--- config.mk ---
export PLATFORM = sky130hd
export DESIGN_NAME = pin_deglitch
export DESIGN_NICKNAME = d
export VERILOG_FILES = /design/src/rtl/pin_deglitch_pkg.sv /design/src/rtl/pdg_quarter_tick.sv /design/src/rtl/pdg_lane.sv /design/src/rtl/pin_deglitch.sv
export SDC_FILE = /design/constraint.sdc
export NUM_CORES = 1
export LEC_CHECK = 0
export BUFFER_PORTS_ARGS = -buffer_cell sky130_fd_sc_hd__buf_2
export CAP_MARGIN = 20
export CORE_MARGIN = 2
export CORE_UTILIZATION = 50
export DETAILED_ROUTE_END_ITERATION = 6
export GPL_ROUTABILITY_DRIVEN = 0
export PLACE_DENSITY = 0.7
export SLEW_MARGIN = 10
export SYNTH_ARGS = -nofsm -noshare
export SYNTH_HDL_FRONTEND = slang
export SYNTH_HIERARCHICAL = 1
export SYNTH_SLANG_ARGS = --single-unit
--- constraint.sdc ---
create_clock -name clk -period 5.3 [get_ports clk]
set_input_delay 0.795 -clock clk [delete_from_list [all_inputs] [get_ports clk]]
set_output_delay 0.795 -clock clk [all_outputs]
set_load 0.02 [all_outputs]
--- src/rtl/pin_deglitch_pkg.sv ---
package pin_deglitch_pkg;

    // Division between the module clock and the filter time base.
    localparam int unsigned DG_TICK_DIV = 4;

    // Activity of a single lane in the current cycle.
    typedef enum logic [1:0] {
        LANE_BYPASS  = 2'd0,
        LANE_SETTLED = 2'd1,
        LANE_PENDING = 2'd2
    } lane_mode_e;

    // A zero filter count takes priority over everything else.
    function automatic lane_mode_e classify_lane(input logic cnt_zero,
                                                 input logic differs);
        if (cnt_zero)
            return LANE_BYPASS;
        else if (differs)
            return LANE_PENDING;
        else
            return LANE_SETTLED;
    endfunction

endpackage

--- src/rtl/pdg_quarter_tick.sv ---
module pdg_quarter_tick #(
    parameter int unsigned TICK_DIV = pin_deglitch_pkg::DG_TICK_DIV
) (
    input  logic clk,
    input  logic rst,
    input  logic clk_en,
    output logic tick
);
    localparam int unsigned QW = (TICK_DIV > 2) ? $clog2(TICK_DIV) : 1;
    localparam logic [QW-1:0] LAST = QW'(TICK_DIV - 1);

    logic [QW-1:0] phase_q;

    always_ff @(posedge clk) begin
        if (rst)
            phase_q <= '0;
        else if (clk_en)
            phase_q <= (phase_q == LAST) ? '0 : phase_q + 1'b1;
    end

    assign tick = clk_en && (phase_q == LAST);

    // phase frozen while the enable is low
    a_r7_phase_frozen: assert property (@(posedge clk) disable iff (rst)
        !clk_en |=> $stable(phase_q));

    // ticks never come back to back
    a_r3_tick_spacing: assert property (@(posedge clk) disable iff (rst)
        tick |=> !tick);

endmodule

--- src/rtl/pdg_lane.sv ---
module pdg_lane
    import pin_deglitch_pkg::*;
#(
    parameter int unsigned PRE_W = 8,
    parameter int unsigned FLT_W = 8
) (
    input  logic             clk,
    input  logic             rst,
    input  logic             tick,
    input  logic             raw,
    input  logic [FLT_W-1:0] flt_cnt,
    input  logic [PRE_W-1:0] clk_cnt,
    output logic             filt
);
    typedef struct packed {
        logic             level;
        logic [PRE_W-1:0] pre;
        logic [FLT_W-1:0] steps;
    } lane_state_t;

    lane_state_t st_q, st_d;
    lane_mode_e  mode;
    logic        step_done;
    logic        last_step;
    logic [FLT_W:0] steps_inc;

    assign mode      = classify_lane(flt_cnt == '0, raw != st_q.level);
    assign step_done = (st_q.pre >= clk_cnt);
    assign steps_inc = {1'b0, st_q.steps} + 1'b1;
    assign last_step = (steps_inc >= {1'b0, flt_cnt});

    always_comb begin
        st_d = st_q;
        unique case (mode)
            LANE_BYPASS: begin
                st_d.level = raw;
                st_d.pre   = '0;
                st_d.steps = '0;
            end
            LANE_SETTLED: begin
                st_d.pre   = '0;
                st_d.steps = '0;
            end
            LANE_PENDING: begin
                if (tick) begin
                    if (step_done) begin
                        st_d.pre = '0;
                        if (last_step) begin
                            st_d.level = raw;
                            st_d.steps = '0;
                        end else begin
                            st_d.steps = steps_inc[FLT_W-1:0];
                        end
                    end else begin
                        st_d.pre = st_q.pre + 1'b1;
                    end
                end
            end
            default: st_d = st_q;
        endcase
    end

    always_ff @(posedge clk) begin
        if (rst)
            st_q <= '0;
        else
            st_q <= st_d;
    end

    assign filt = (mode == LANE_BYPASS) ? raw : st_q.level;

    // state is clear on the first cycle after reset
    a_r1_reset_clear: assert property (@(posedge clk)
        $past(rst) |-> (st_q.level == 1'b0 && st_q.pre == '0 && st_q.steps == '0));

    // an input equal to the output keeps the level
    a_r6_hold_equal: assert property (@(posedge clk) disable iff (rst)
        (flt_cnt != '0 && raw == st_q.level) |=> $stable(st_q.level));

    // a filtered level only moves on a tick
    a_r3_move_on_tick: assert property (@(posedge clk) disable iff (rst || $past(rst))
        (!$stable(st_q.level) && $past(flt_cnt) != '0) |-> $past(tick));

    // step counter stays below a steady filter count
    a_r9_no_overflow: assert property (@(posedge clk) disable iff (rst)
        ($stable(flt_cnt) && $past(st_q.steps) < flt_cnt) |-> st_q.steps < flt_cnt);

endmodule

--- src/rtl/pin_deglitch.sv ---
module pin_deglitch #(
    parameter int unsigned NUM_PINS = 4,
    parameter int unsigned PRE_W    = 8,
    parameter int unsigned FLT_W    = 8,
    parameter int unsigned TICK_DIV = pin_deglitch_pkg::DG_TICK_DIV
) (
    input  logic                      clk,
    input  logic                      rst,
    input  logic                      clk_en,
    input  logic [NUM_PINS-1:0]       raw_in,
    input  logic [NUM_PINS*FLT_W-1:0] flt_cnt_in,
    input  logic [NUM_PINS*PRE_W-1:0] clk_cnt_in,
    output logic [NUM_PINS-1:0]       filt_out
);
    logic tick;

    pdg_quarter_tick #(.TICK_DIV(TICK_DIV)) u_tick (
        .clk    (clk),
        .rst    (rst),
        .clk_en (clk_en),
        .tick   (tick)
    );

    for (genvar p = 0; p < NUM_PINS; p++) begin : g_lane
        pdg_lane #(.PRE_W(PRE_W), .FLT_W(FLT_W)) u_lane (
            .clk     (clk),
            .rst     (rst),
            .tick    (tick),
            .raw     (raw_in[p]),
            .flt_cnt (flt_cnt_in[p*FLT_W +: FLT_W]),
            .clk_cnt (clk_cnt_in[p*PRE_W +: PRE_W]),
            .filt    (filt_out[p])
        );
    end

endmodule

# After elaboration in Yosys (flattened, before gate mapping)
# Index checks and enable logic that the tools add are counted.
# totals
ff_bits,70
elab_cells,133
out_inout_bits,4
inputBits,71
# classes
mux,45
reduce_logical,33
add_sub_neg,9
n_lt_le_gt_ge,8
eq_ne,25
# ops
cell,n
$pmux 16 s2,4
$mux 8,12
$mux 17,4
$add 8x1->9 const B,4
$ge 9x8->1,4
$add 8x1->8 const B,4
$ge 8x8->1,4
$logic_not 8->1,4
$mux 2,9
$ne 2x1->1 const B,9
$reduce_and 4->1,4
$reduce_bool 2->1,8
$mux 1,12
$reduce_and 3->1,4
$eq 2x2->1 const B,5
$eq 2x1->1 const B,4
$logic_not 2->1,4
$pmux 1 s2,4
$reduce_and 2->1,4
$reduce_or 2->1,4
$ne 2x2->1 const B,3
$ne 1x1->1,4
$add 2x1->2 const B,1
$logic_and 1x1->1,1

# Logic depth before layout (Yosys ltp)
# Gate-level depths: netlist of run 1.
# logic_depth
depth_word,7
depth_mapped,12
mapped_depth_nobuf,12

# Modules after synthesis
# Netlist of run 1, hierarchy kept.
# modules_own_cells
module,seq_area_each_um2,cells_each,n_inst,area_per_inst_um2
pdg_lane,340.3,167,4,1340.0
pdg_quarter_tick,40.0,9,1,92.6

# Least setup slack after synthesis of run 1
# Ideal clock, no wire load.
# synth_path
kind,in2out
start,input port flt_cnt_in[0]
end,output port filt_out[0]
cell_stages,3
path_slack_ns,2.597
t_required_ns,4.505
arrival_time_ns,1.908
path_buffers,0
path_cell_list,or4_4 -> nor2_1 -> mux2_2
# synth_via
elab_chain_cells,4
# synth_lines
element,line,source
start: declaration,pin_deglitch.sv:11,"input logic [NUM_PINS*FLT_W-1:0] flt_cnt_in,"
$logic_not 8->1,pdg_lane.sv:27,"assign mode = classify_lane(flt_cnt == '0, raw != st_q.level);"
$mux 2,pin_deglitch_pkg.sv:16,if (cnt_zero)
$logic_not 2->1,pdg_lane.sv:70,assign filt = (mode == LANE_BYPASS) ? raw : st_q.level;
$mux 1,pdg_lane.sv:70,
end: declaration,pin_deglitch.sv:13,output logic [NUM_PINS-1:0] filt_out
# No other way between the ends.

# Worst setup path after layout of run 1
# layout_path
start,register g_lane[0].u_lane/st_q[0] (netlist name)
end,register g_lane[0].u_lane/st_q[5] (netlist name)
# layout_via
elab_chain_cells,6
# layout_lines
element,line,source
start: declaration,pdg_lane.sv:21,"lane_state_t st_q, st_d;"
start signal: assignment,pdg_lane.sv:67,st_q <= st_d;
$add 8x1->9 (*),pdg_lane.sv:29,"assign steps_inc = {1'b0, st_q.steps} + 1'b1;"
$ge 9x8->1,pdg_lane.sv:30,"assign last_step = (steps_inc >= {1'b0, flt_cnt});"
$mux 8 (*),pdg_lane.sv:48,if (last_step) begin
$mux 8 (*),pdg_lane.sv:46,if (step_done) begin
$mux 17 (*),pdg_lane.sv:45,if (tick) begin
$pmux 16 s2 (*),pdg_lane.sv:34,unique case (mode)
# Mark *: on every way between the ends. The rest lies on a longest branch, timed or not. The select of a mux whose other input is x is not followed.
# A chain may end at the register's enable or synchronous reset.

==> metrics list, run 1 <==
- The worst-case IR drop observed on VDD is 0.0944 mV.
- At the worst endpoint, the required time is 5560 ps.
- Startpoint kind of the worst setup timing path: register
* Overall overflow remaining after global route: 0
- Across the run, the number of max-cap violations was 0.
- Post-route DRC: 0
- Via density: 5.52
- The number of pins with negative max-slew slack in the final report is 0.
- Gate Count Post-Synth: 677
- The die is 108 um wide.
* Chip height: 108 um
- After routing the design area is 6110 um2.
- Root buffer cell: clkbuf_8
- The min-delay analysis places its worst path in the category register to register.
- Tightest hold margin: 501 ps
- Asr flop ratio synth: 0%
- Dividing the final minimum period by the clock period gives 57.5%.
- 0 antenna diodes ended up in the layout.
* Antenna violations before repair: 0
- Run status: completed
- The clock passes through at most 2 buffers.
- Once the floorplan was initialized, standard cells occupied 50.7% of the core.
* Net count of the mapped netlist: 821
* Total placed instance area: 5930 um2
- Post-CTS Setup Bufs: 0
- Later-pin clock latency in the skew report: 340 ps
* Number of global-route vias before repair: 4,721
* Hold-critical path depth: 2
- Highest-count cells in the layout ignoring fill and taps: 80 x inv_1, 74 x buf_2, 73 x ha_1
* Leakage power total: 0.00278 uW
- CP Max Fanout: 6
- CTS tree: built
- Worst clock skew: 13.6 ps
- Counting flops and latches in the post-synthesis netlist gives 70.
- Worst reg2reg path endpoint: g_lane[0].u_lane/st_q[5]
- Area added between synthesis and finish: 12.0%
* Maximum operating frequency: 328 MHz
* Setup repair after global routing missed its margin: no
* CTS clock-pin slew for the worst setup and hold paths: 80 ps
- Summed instance area of the synthesized netlist: 5450 um2
* Max H-tree Level: 3
- Buffers plus inverters on the worst setup path: 1
* Worst hold endpoint: u_tick/phase_q[0]
- Worst slew margin: 34.3%
* Maximum number of pins on one net before global-route repair: 31
- Top cell family by delay on the critical path: simple AND/OR/NAND/NOR gates
* Number of hold-slack violations in the final timing report: 0
* Count of synthesis-stage warnings from yosys: 6
- Port buffering added 74 buffers.
- The setup path with the least slack is of type register to register.
- Period minus WS final: 3050 ps
- Buffers inserted during clock tree synthesis total 9.
- Post-DP HPWL: 9520 um
- Std-Cell Rows: 38
- Primary FF master, synth: dfxtp_1
- The startpoint identified for the worst register-to-register timing path is g_lane[0].u_lane/st_q[0].
* Post-detailed-route wirelength per cell: 13.4 um
* Setup violators final: 0
- In this run the power density over the cells is 172 nW/um2.
- First-pass GRT wire length: 20,600 um
- In this design, the stage delay of the slowest critical-path cell is 530 ps.
* Filler Cells Inserted: 1,006
- Startpoint of the lowest-slack hold path: u_tick/phase_q[0]
- Count of cells resized by post-cts repair: 0
* Series of cell instances along the critical path: ha_1, nand3_1, inv_1, nand3_1, or2_2, nand2_1, ha_1, a21oi_1, o22ai_1, nor3_1, nand3b_1, o221ai_1
- Accumulated negative setup slack: 0 ps
* Placed cells: 883
- Highest-delay cell along the critical path: nor3_1
- The total area inside the core boundary comes to 10,700 um2.
* Io pins: 75
- The clock net in this run drives a total of 70 sinks.
- Data arrives at the worst endpoint at 3300 ps.
- Post-cts hold buffer count: 0
- The die covers 11,800 um2.
* Slew of the pin with the lowest slew margin: 986 ps
- A synthesized cell averages 8.05 um2.
* DRC violation total after the first TritonRoute iteration: 184
* R2R Setup Slk: 2250 ps
* Post-route ant nets: 0
- STA classifies the critical path endpoint as a register.
- Of the cells placed in the final design, the portion with a size suffix greater than 1 is 18.6%.
- Via count of the routed design: 4,956
- Wires add up to 12,100 um.
- The first detailed-routing pass took 4 iterations.
* Seq/Total Area, Yosys: 25.7%
- Most common cell after layout, fill and taps aside: inv_1
- The number of different library cells used by synthesis comes to 37.
- Net count of the finished layout: 898
* Global Route Usage Sum: 21.5%
- Counting flops with a built-in enable in the synthesized netlist gives 0.
- The number of cells on the worst reg-to-reg path is 12.
* Non-filler cells, final: 898
==> worst max path at each step <==
stage	from	endpoint	slack (ps)	depth (start not counted)
finish	g_lane[0].u_lane/st_q[0]	g_lane[0].u_lane/st_q[5]	2250	12
global route	g_lane[2].u_lane/st_q[0]	g_lane[2].u_lane/st_q[6]	1940	12
CTS	g_lane[3].u_lane/st_q[0]	g_lane[3].u_lane/st_q[5]	2280	12
detailed placement	clk_cnt_in[10]	g_lane[1].u_lane/st_q[8]	2220	8
global placement	flt_cnt_in[16]	filt_out[2]	2290	5
floorplan	flt_cnt_in[0]	filt_out[0]	2600	3
==> layout make-up <==
type                            count  area (um2)  area share (%)
Sequential cell                    70        1400            22.9
Multi-Input combinational cell    519        3690            60.4
Inverter                           80         300            4.92
Timing Repair Buffer               74         370            6.06
Clock buffer                       11         151            2.48
Tap cell                          140         175            2.87
Clock inverter                      4        22.5           0.369
==> Yosys cell counts, types with 12 or more instances <==
library cell / number / area share, %
nand3_1: 52 / 4.8
nor2_2: 16 / 1.8
inv_1: 80 / 5.5
o21ai_0: 20 / 1.8
nor2b_1: 12 / 1.4
mux2i_1: 13 / 2.4
a21oi_1: 37 / 3.4
xor2_1: 16 / 2.6
ha_1: 73 / 17
dfxtp_1: 70 / 26
nand4_1: 12 / 1.4
nand2b_1: 13 / 1.5
o221ai_1: 16 / 2.6
nor3_1: 12 / 1.1
nor2_1: 37 / 2.5
nand2_1: 68 / 4.7
or2_2: 12 / 1.4
xnor2_1: 24 / 3.9
==> worst reg2reg max path, cell delays in order, from the launching register on <==
cell	delay, ps
dfxtp_1	410
ha_1	250
nand3_1	160
inv_1	100
nand3_1	90
or2_2	290
nand2_1	80
ha_1	230
a21oi_1	120
o22ai_1	90
nor3_1	530
nand3b_1	360
o221ai_1	260
==> where the power goes <==
group | internal (uW) | total [uW] | switching, uW
clock | 191 | 391 | 200
combinational | 54.1 | 127 | 73.1
sequential | 529 | 532 | 3.04
total | 774 | 1050 | 276
==> per-stage QoR <==
stage	util (%)	setup WS (ps)	total power [uW]
2_1_floorplan	-	2600	623
3_3_place_gp	55.2	2290	666
3_5_place_dp	55.2	2220	672
4_1_cts	56.8	2280	1070
5_1_grt	56.8	1940	1100
6_report	56.8	2250	1050
==> routing by layer <==
metal	share of wire (%)	up-vias	global-route usage, %
li1	-	2542	-
met1	48	2314	28.4
met2	47	94	36.6
met3	4.0	6	3.19
met4	0.58	0	5.68
met5	0	-	0
==> cell families after synthesis <==
logic type / Yosys count / synth area share (%)
buf+inv: 88 / 6.70
simple gates: 276 / 28.0
fa+ha+maj: 73 / 16.8
flops: 70 / 25.7
compound gates: 113 / 13.2
mux: 17 / 3.21
xor+xnor: 40 / 6.42
==> sequential cells by signal, indices dropped and copies added (netlist names) <==
register and cells:
g_lane.u_lane/st_q 68, u_tick/phase_q 2
Note: power is estimated with default switching activity, not from simulation.
==> run 2: changes to the inputs <==
==> constraint.sdc (replaced) <==
create_clock -name clk -period 3 [get_ports clk]
set_input_delay 0.45 -clock clk [delete_from_list [all_inputs] [get_ports clk]]
set_output_delay 0.45 -clock clk [all_outputs]
set_load 0.02 [all_outputs]
==> run 2 against run 1 <==
  * Via count down 0.87%
  * Design area up 2.0%
  * Clock-buffer cell count up 2
  * Clock power up 150%
  * Critical path depth unchanged
  * Non-clock buffer count up 4
  * Worst hold slack worse by 130 ps
  * Cell count up 0.56%
  * Core utilization up 1.1 points
  * Combinational power up 79%
  * Fmax up 10%
  * Power up 100%
  * Critical endpoint is now g_lane[2].u_lane/st_q[3]
  * Largest cell class unchanged
==> metrics list, run 2 (synthesis gave the netlist of run 1 again) <==
- Run status: completed
- Fraction of final layout cells with drive strength greater than 1: 19.3%
- Input and output buffers added on the ports amount to 74.
* Via count of the routed design: 4,913
* Slew of the pin with the lowest slew margin: 1010 ps
* Post-route ant nets: 0
- Std-Cell Core Area: 10,700 um2
- Worst slew margin: 32.6%
- Worst Path Required: 3270 ps
- Filler Cells Inserted: 985
- The worst path uses 92.0% of the clock period.
* Later-pin clock latency in the skew report: 360 ps
- After detailed routing, no signal wire sits above met4.
- Antenna cells: 0
- Chip width: 108 um
- Clock tree synthesis found a total of 70 sinks.
* Leakage power total: 0.00283 uW
- Final cell utilization of the core: 58.0%
- Clock-pin slew was measured on the worst setup and hold paths at 70 ps.
- The multi-input combinational cells in the finished layout cover a total of 3700 um2.
* Global Route Usage Sum: 21.2%
* Antenna violations before repair: 0
- Detailed routing placed a total of 5540 um of wire on met2.
- The clock period could shrink to 2760 ps.
* Maximum operating frequency: 362 MHz
- The largest registers in the layout are g_lane.u_lane/st_q: 68 flops, u_tick/phase_q: 2 flops.
* Startpoint kind of the worst setup timing path: register
* Post-cts hold buffer count: 0
* Register containing the most flip-flops in the final layout: g_lane.u_lane/st_q
- Counting along the longest clock path gives a buffer depth of 2.
* Seq. cell area: 1400 um2
- After detailed routing, the average wire length per cell comes to 13.2 um.
* Net count of the finished layout: 902
* Die ar.: 11,800 um2
* Worst vdd rail ir drop: 0.249 mV
- Met1 wire length: 5780 um
- Post-route DRC: 0
- Via density: 5.44
- The number of hold violations in the final report is 0.
* Buffers plus inverters on the worst setup path: 1
* Router iterations before antenna repair: 4
- Accumulated negative setup slack: 0 ps
- Entering global routing, the biggest net connects 31 pins.
* Initial Utilization: 50.7%
- Metal3 WL: 451 um
- The most numerous cell type found on the critical path is nand3_1.
- The total overflow left after global routing is 0.
* Number of buffers created by CTS: 9
- Most common cell after layout, fill and taps aside: inv_1
* Series of cell instances along the critical path: ha_1, nand3_1, inv_1, nand3_1, or2_2, nand2_1, ha_1, nand3_1, nor2_1, a211oi_1, nand3b_1, o221ai_1
* Highest-delay cell along the critical path: a211oi_1
- CP Max Fanout: 5
- In this run the count of I/O pins placed on the die edge is 75.
* Setup repair after global routing missed its margin: no
* Max H-tree Level: 3
* Critical Path End Type: register
* Std-Cell Rows: 38
- Number of global-route vias before repair: 4,613
- Max Cap Viol: 0
- In this run, the number of DRC markers left after iteration 0 of detailed routing was 188.
- On the final layout, the worst clock skew is 6.96 ps.
- Data arrival time of the worst path: 3030 ps
- The cell family contributing the most delay on the critical path is simple AND/OR/NAND/NOR gates.
- Chip height: 108 um
* Post-DP HPWL: 9340 um
* Post-CTS Setup Bufs: 0
* CTS tree: built
- Setup violators final: 0
* Count of final max-slew check failures: 0
- Delay of the slowest cell on the worst path: 460 ps
- Relative to the synthesized area, the layout overhead comes to 14.2%.
- First-pass GRT wire length: 20,200 um
* Count of cells resized by post-cts repair: 0
- For this design the ratio of total power to cell area is 342 nW/um2.
* Largest register FFs: 68
* Highest-count cells in the layout ignoring fill and taps: 80 x inv_1, 74 x buf_2, 73 x ha_1
- The tree is rooted in a clkbuf_8.
- By startpoint and endpoint, the worst setup path is classified as register to register.
- In this run the worst hold path is classified as input port to register.
- The final layout contains routed wiring with a total length of 12,000 um.
run 2: cell count changes in the layout (fill, tap and decap cells not counted), sizes merged:
| cell | previous run | this run |
|---|---|---|
| clkinv | 3 | 0 |
| buf | 74 | 78 |
| clkbuf | 11 | 13 |
| clkinvlp | 1 | 0 |
| bufinv | 0 | 3 |
run 2: layer usage:
metal,global-route usage (%),up-vias
met4,8.15,0
met1,27.1,2254
met3,3.62,15
met2,35.6,99
li1,-,2545
met5,0,-
run 2: worst paths after layout:
| path | slack [ps] | startpoint | endpoint | cells after the start |
|---|---|---|---|---|
| worst max-delay path | 240 | g_lane[2].u_lane/st_q[0] | g_lane[2].u_lane/st_q[3] | 12 |
| worst min-delay path | 370 | raw_in[1] | g_lane[1].u_lane/st_q[16] | 3 |
| worst max register to register | 240 | g_lane[2].u_lane/st_q[0] | g_lane[2].u_lane/st_q[3] | 12 |
| worst min register to register | 490 | u_tick/phase_q[0] | u_tick/phase_q[0] | 2 |
run 2: power breakdown:
group | leakage [uW] | internal (uW) | switching (uW)
Clock | 0.000124 | 599 | 364
Combinational | 0.00215 | 96.2 | 131
Sequential | 0.000565 | 935 | 5.20
run 2: area by class of cell:
class,instances,area share [%]
clock buffers,13,2.55
clock inverters,3,1.45
inverters,80,4.82
multi-input cells,519,59.4
flip-flops and latches,70,22.5
well taps,140,2.81
repair buffers,78,6.43
run 2: through the flow:
stage | hold WS, ps | cell area (um2) | worst slack (ps) | cells | power [uW]
3_3_place_gp | 468 | 5960 | 277 | 887 | 1180
4_1_cts | 360 | 6210 | 181 | 903 | 2160
6_report | 375 | 6230 | 240 | 903 | 2130
3_5_place_dp | 482 | 5960 | 210 | 887 | 1190
2_1_floorplan | 452 | 5450 | 550 | 677 | 1100
5_1_grt | 388 | 6230 | 8.77 | 903 | 2230
run 2: tightest hold or removal path, stage by stage:
cell and delay (ps):
buf_2 120, nand2b_1 70, mux2i_1 60
==> run 3: changes to the inputs <==
--- a/config.mk
+++ b/config.mk
@@ -5,7 +5,7 @@
 export SDC_FILE = /design/constraint.sdc
 export NUM_CORES = 1
 export LEC_CHECK = 0
-export BUFFER_PORTS_ARGS = -buffer_cell sky130_fd_sc_hd__buf_2
+export BUFFER_PORTS_ARGS = -buffer_cell sky130_fd_sc_hd__clkbuf_2
 export CAP_MARGIN = 20
 export CORE_MARGIN = 2
 export CORE_UTILIZATION = 50
==> run 3 against run 2 <==
  * Die area unchanged
  * Via count up 0.45%
  * Wire length down 0.38%
  * Sequential cell count unchanged
  * Sequential share of layout area hardly changed
  * Critical path type unchanged
  * Critical endpoint is now g_lane[3].u_lane/st_q[7]
  * Highest routed layer unchanged
==> metrics list, run 3 (synthesis gave the netlist of run 1 again) <==
- Measured against its own limit, the worst slew margin works out to 32.1%.
* Setup violators final: 0
- Path class of the lowest-slack min-delay path: input port to register
- The floorplan step set the die width to 108 um.
- At the placement stage, the worst setup path has a slack of 260 ps.
* Max Cap Viol: 0
* Chip height: 108 um
- Overall overflow remaining after global route: 0
- Via density: 5.47
- Type of the setup path with the least slack: register to register
- The startpoint identified for the worst hold timing path is raw_in[1].
- Area added between synthesis and finish: 14.0%
* Final worst path period share: 93.1%
- In the post-route analysis, the smallest setup slack over all paths is 207 ps.
- CTS clock-pin slew for the worst setup and hold paths: 80 ps
- For this design, the slowest cell found on the critical path is a211oi_1.
* Count of final max-slew check failures: 0
* CTS tree: built
- At the end of the flow, the number of nets in the layout was 902.
* Worst setup path startpoint: g_lane[3].u_lane/st_q[0]
- Dividing the detail-routed wire length by the instance count gives 13.2 um.
- For this design the top-level I/O count stands at 75.
- After detailed routing, the number of remaining DRC violations is 0.
- Post-CTS Setup Bufs: 0
- Leakage power total: 0.00284 uW
- The clock reaches the later pin of the worst-skew pair after 350 ps.
- Seq. cell area: 1400 um2
- The tree is rooted in a clkbuf_8.
- Once detail routing completed, the nets flagged for antenna violations numbered 0.
- Counting the fill cells in the layout gives 1,023.
* Global Route Usage Sum: 21.2%
- Between clock sinks in the finished design, the worst skew comes to 5.76 ps.
- Once the floorplan was initialized, standard cells occupied 50.7% of the core.
* Via count of the routed design: 4,935
* DRC violation total after the first TritonRoute iteration: 183
- The via count of the first global-routing pass is 4,757.
- After layout, the minimum clock period comes to 2790 ps.
* Std-Cell Rows: 38
- Max clock buf depth: 2
* Largest registers: g_lane.u_lane/st_q: 68 flops, u_tick/phase_q: 2 flops
- Counting the buffers created by CTS gives 9.
- Non-filler cells, final: 903
- Summed over all failing endpoints, the final setup total negative slack is 0 ps.
- Before antenna repair, the detailed router went through 5 iterations.
* Largest register FFs: 68
- After clock tree synthesis, the flow added hold-fix buffers numbering 0.
- The repair_antennas step left the layout with diodes totalling 0.
- Number of port buffers: 74
* DRT Wirelength: 11,900 um
* Data arrival time of the worst path: 3060 ps
* Fraction of final layout cells with drive strength greater than 1: 19.5%
* Number of hold-slack violations in the final timing report: 0
- The register with the most flip-flops in the final layout is g_lane.u_lane/st_q.
- Setup repair after global routing missed its margin: no
* Max H-tree Level: 3
* CP Max Fanout: 5
- The first global-routing pass estimated 20,400 um of wire.
* Maximum operating frequency: 358 MHz
* R2R Path Start: g_lane[3].u_lane/st_q[0]
- Die ar.: 11,800 um2
- Area of the multi-input gates: 3700 um2
* Startpoint kind of the worst setup timing path: register
- Slew of the pin with the lowest slew margin: 1020 ps
* Most common cell after layout, fill and taps aside: inv_1
* Antenna violations before repair: 0
* Maximum number of pins on one net before global-route repair: 31
- Power spread over the standard cell area amounts to 336 nW/um2.
- Traced cell by cell, the critical path runs through ha_1, nand3_1, inv_1, nand3_1, or2_2, nand2_1, ha_1, nand3_1, nor2_1, a211oi_1, nand3b_1, o21ai_0.
- In the layout the commonest cells are 80 x inv_1, 74 x clkbuf_2, 73 x ha_1.
* Run status: completed
* Placed cells: 887
- Detailed placement finished with a half-perimeter wire length of 9350 um.
- On the worst path, the slowest cell contributes a delay of 440 ps.
- For this design, the sink count on the clock tree is 70.
* Worst vdd rail ir drop: 0.226 mV
- Worst Path Required: 3270 ps
- Critical Path End Type: register
* Most common cell on crit path: nand3_1
* Std-Cell Core Area: 10,700 um2
## run 3: cell count changes in the layout (fill, tap and decap cells not counted)
cell | previous run | this run
buf_2 | 74 | 0
clkbuf_2 | 0 | 74
clkinv_2 | 0 | 3
clkbuf_1 | 2 | 0
clkbuf_8 | 11 | 9
clkinvlp_4 | 0 | 1
## run 3: final cells by class
| cell class | instances | area share [%] |
|---|---|---|
| inverters | 80 | 4.83 |
| repair buffers | 78 | 6.44 |
| clock inverters | 7 | 1.81 |
| well taps | 140 | 2.82 |
| flip-flops and latches | 70 | 22.5 |
| clock buffers | 9 | 1.99 |
| multi-input cells | 519 | 59.6 |
## run 3: final timing paths
kind,slack (ps),end,cells past startpoint
min reg2reg,490,u_tick/phase_q[0],2
min,370,g_lane[1].u_lane/st_q[16],3
max reg2reg,210,g_lane[3].u_lane/st_q[7],12
max,210,g_lane[3].u_lane/st_q[7],12
## run 3: report_power, final
part / switching (uW) / internal, uW
registers: 5.26 / 935
logic: 131 / 96.5
clock network: 370 / 548
total: 506 / 1580
## run 3: metrics by stage
step	power [uW]	utilization [%]	area, um2	hold WS, ps
after global placement	1180	55.5	5960	468
after detailed placement	1190	55.5	5960	489
final	2090	57.8	6210	372
after CTS	2110	57.7	6200	361
after floorplan	1100	-	5450	452
after global routing	2180	57.8	6210	387
## run 3: what timing repair did
item | CTS | global route
gates resized for setup | 0 | 3
setup endpoints to repair | 0 | 13
hold endpoints to repair | 0 | 0
## run 3: worst max-delay path, delay by kind of cell (launching register included)
family                     cells  cell delay [ps]
DFF                            1              410
AOI/OAI and AO/OA              2              670
adders and majority gates      2              480
buffers and inverters          1               90
and+or+nand+nor                7             1070
## run 3: metal layers
layer  wire [um]  up-vias  track usage, %
met4         203        0            7.78
met3         407       17            3.07
met2        5460       76            36.3
met1        5840     2283            27.1
li1            -     2559               -
met5           0        -               0
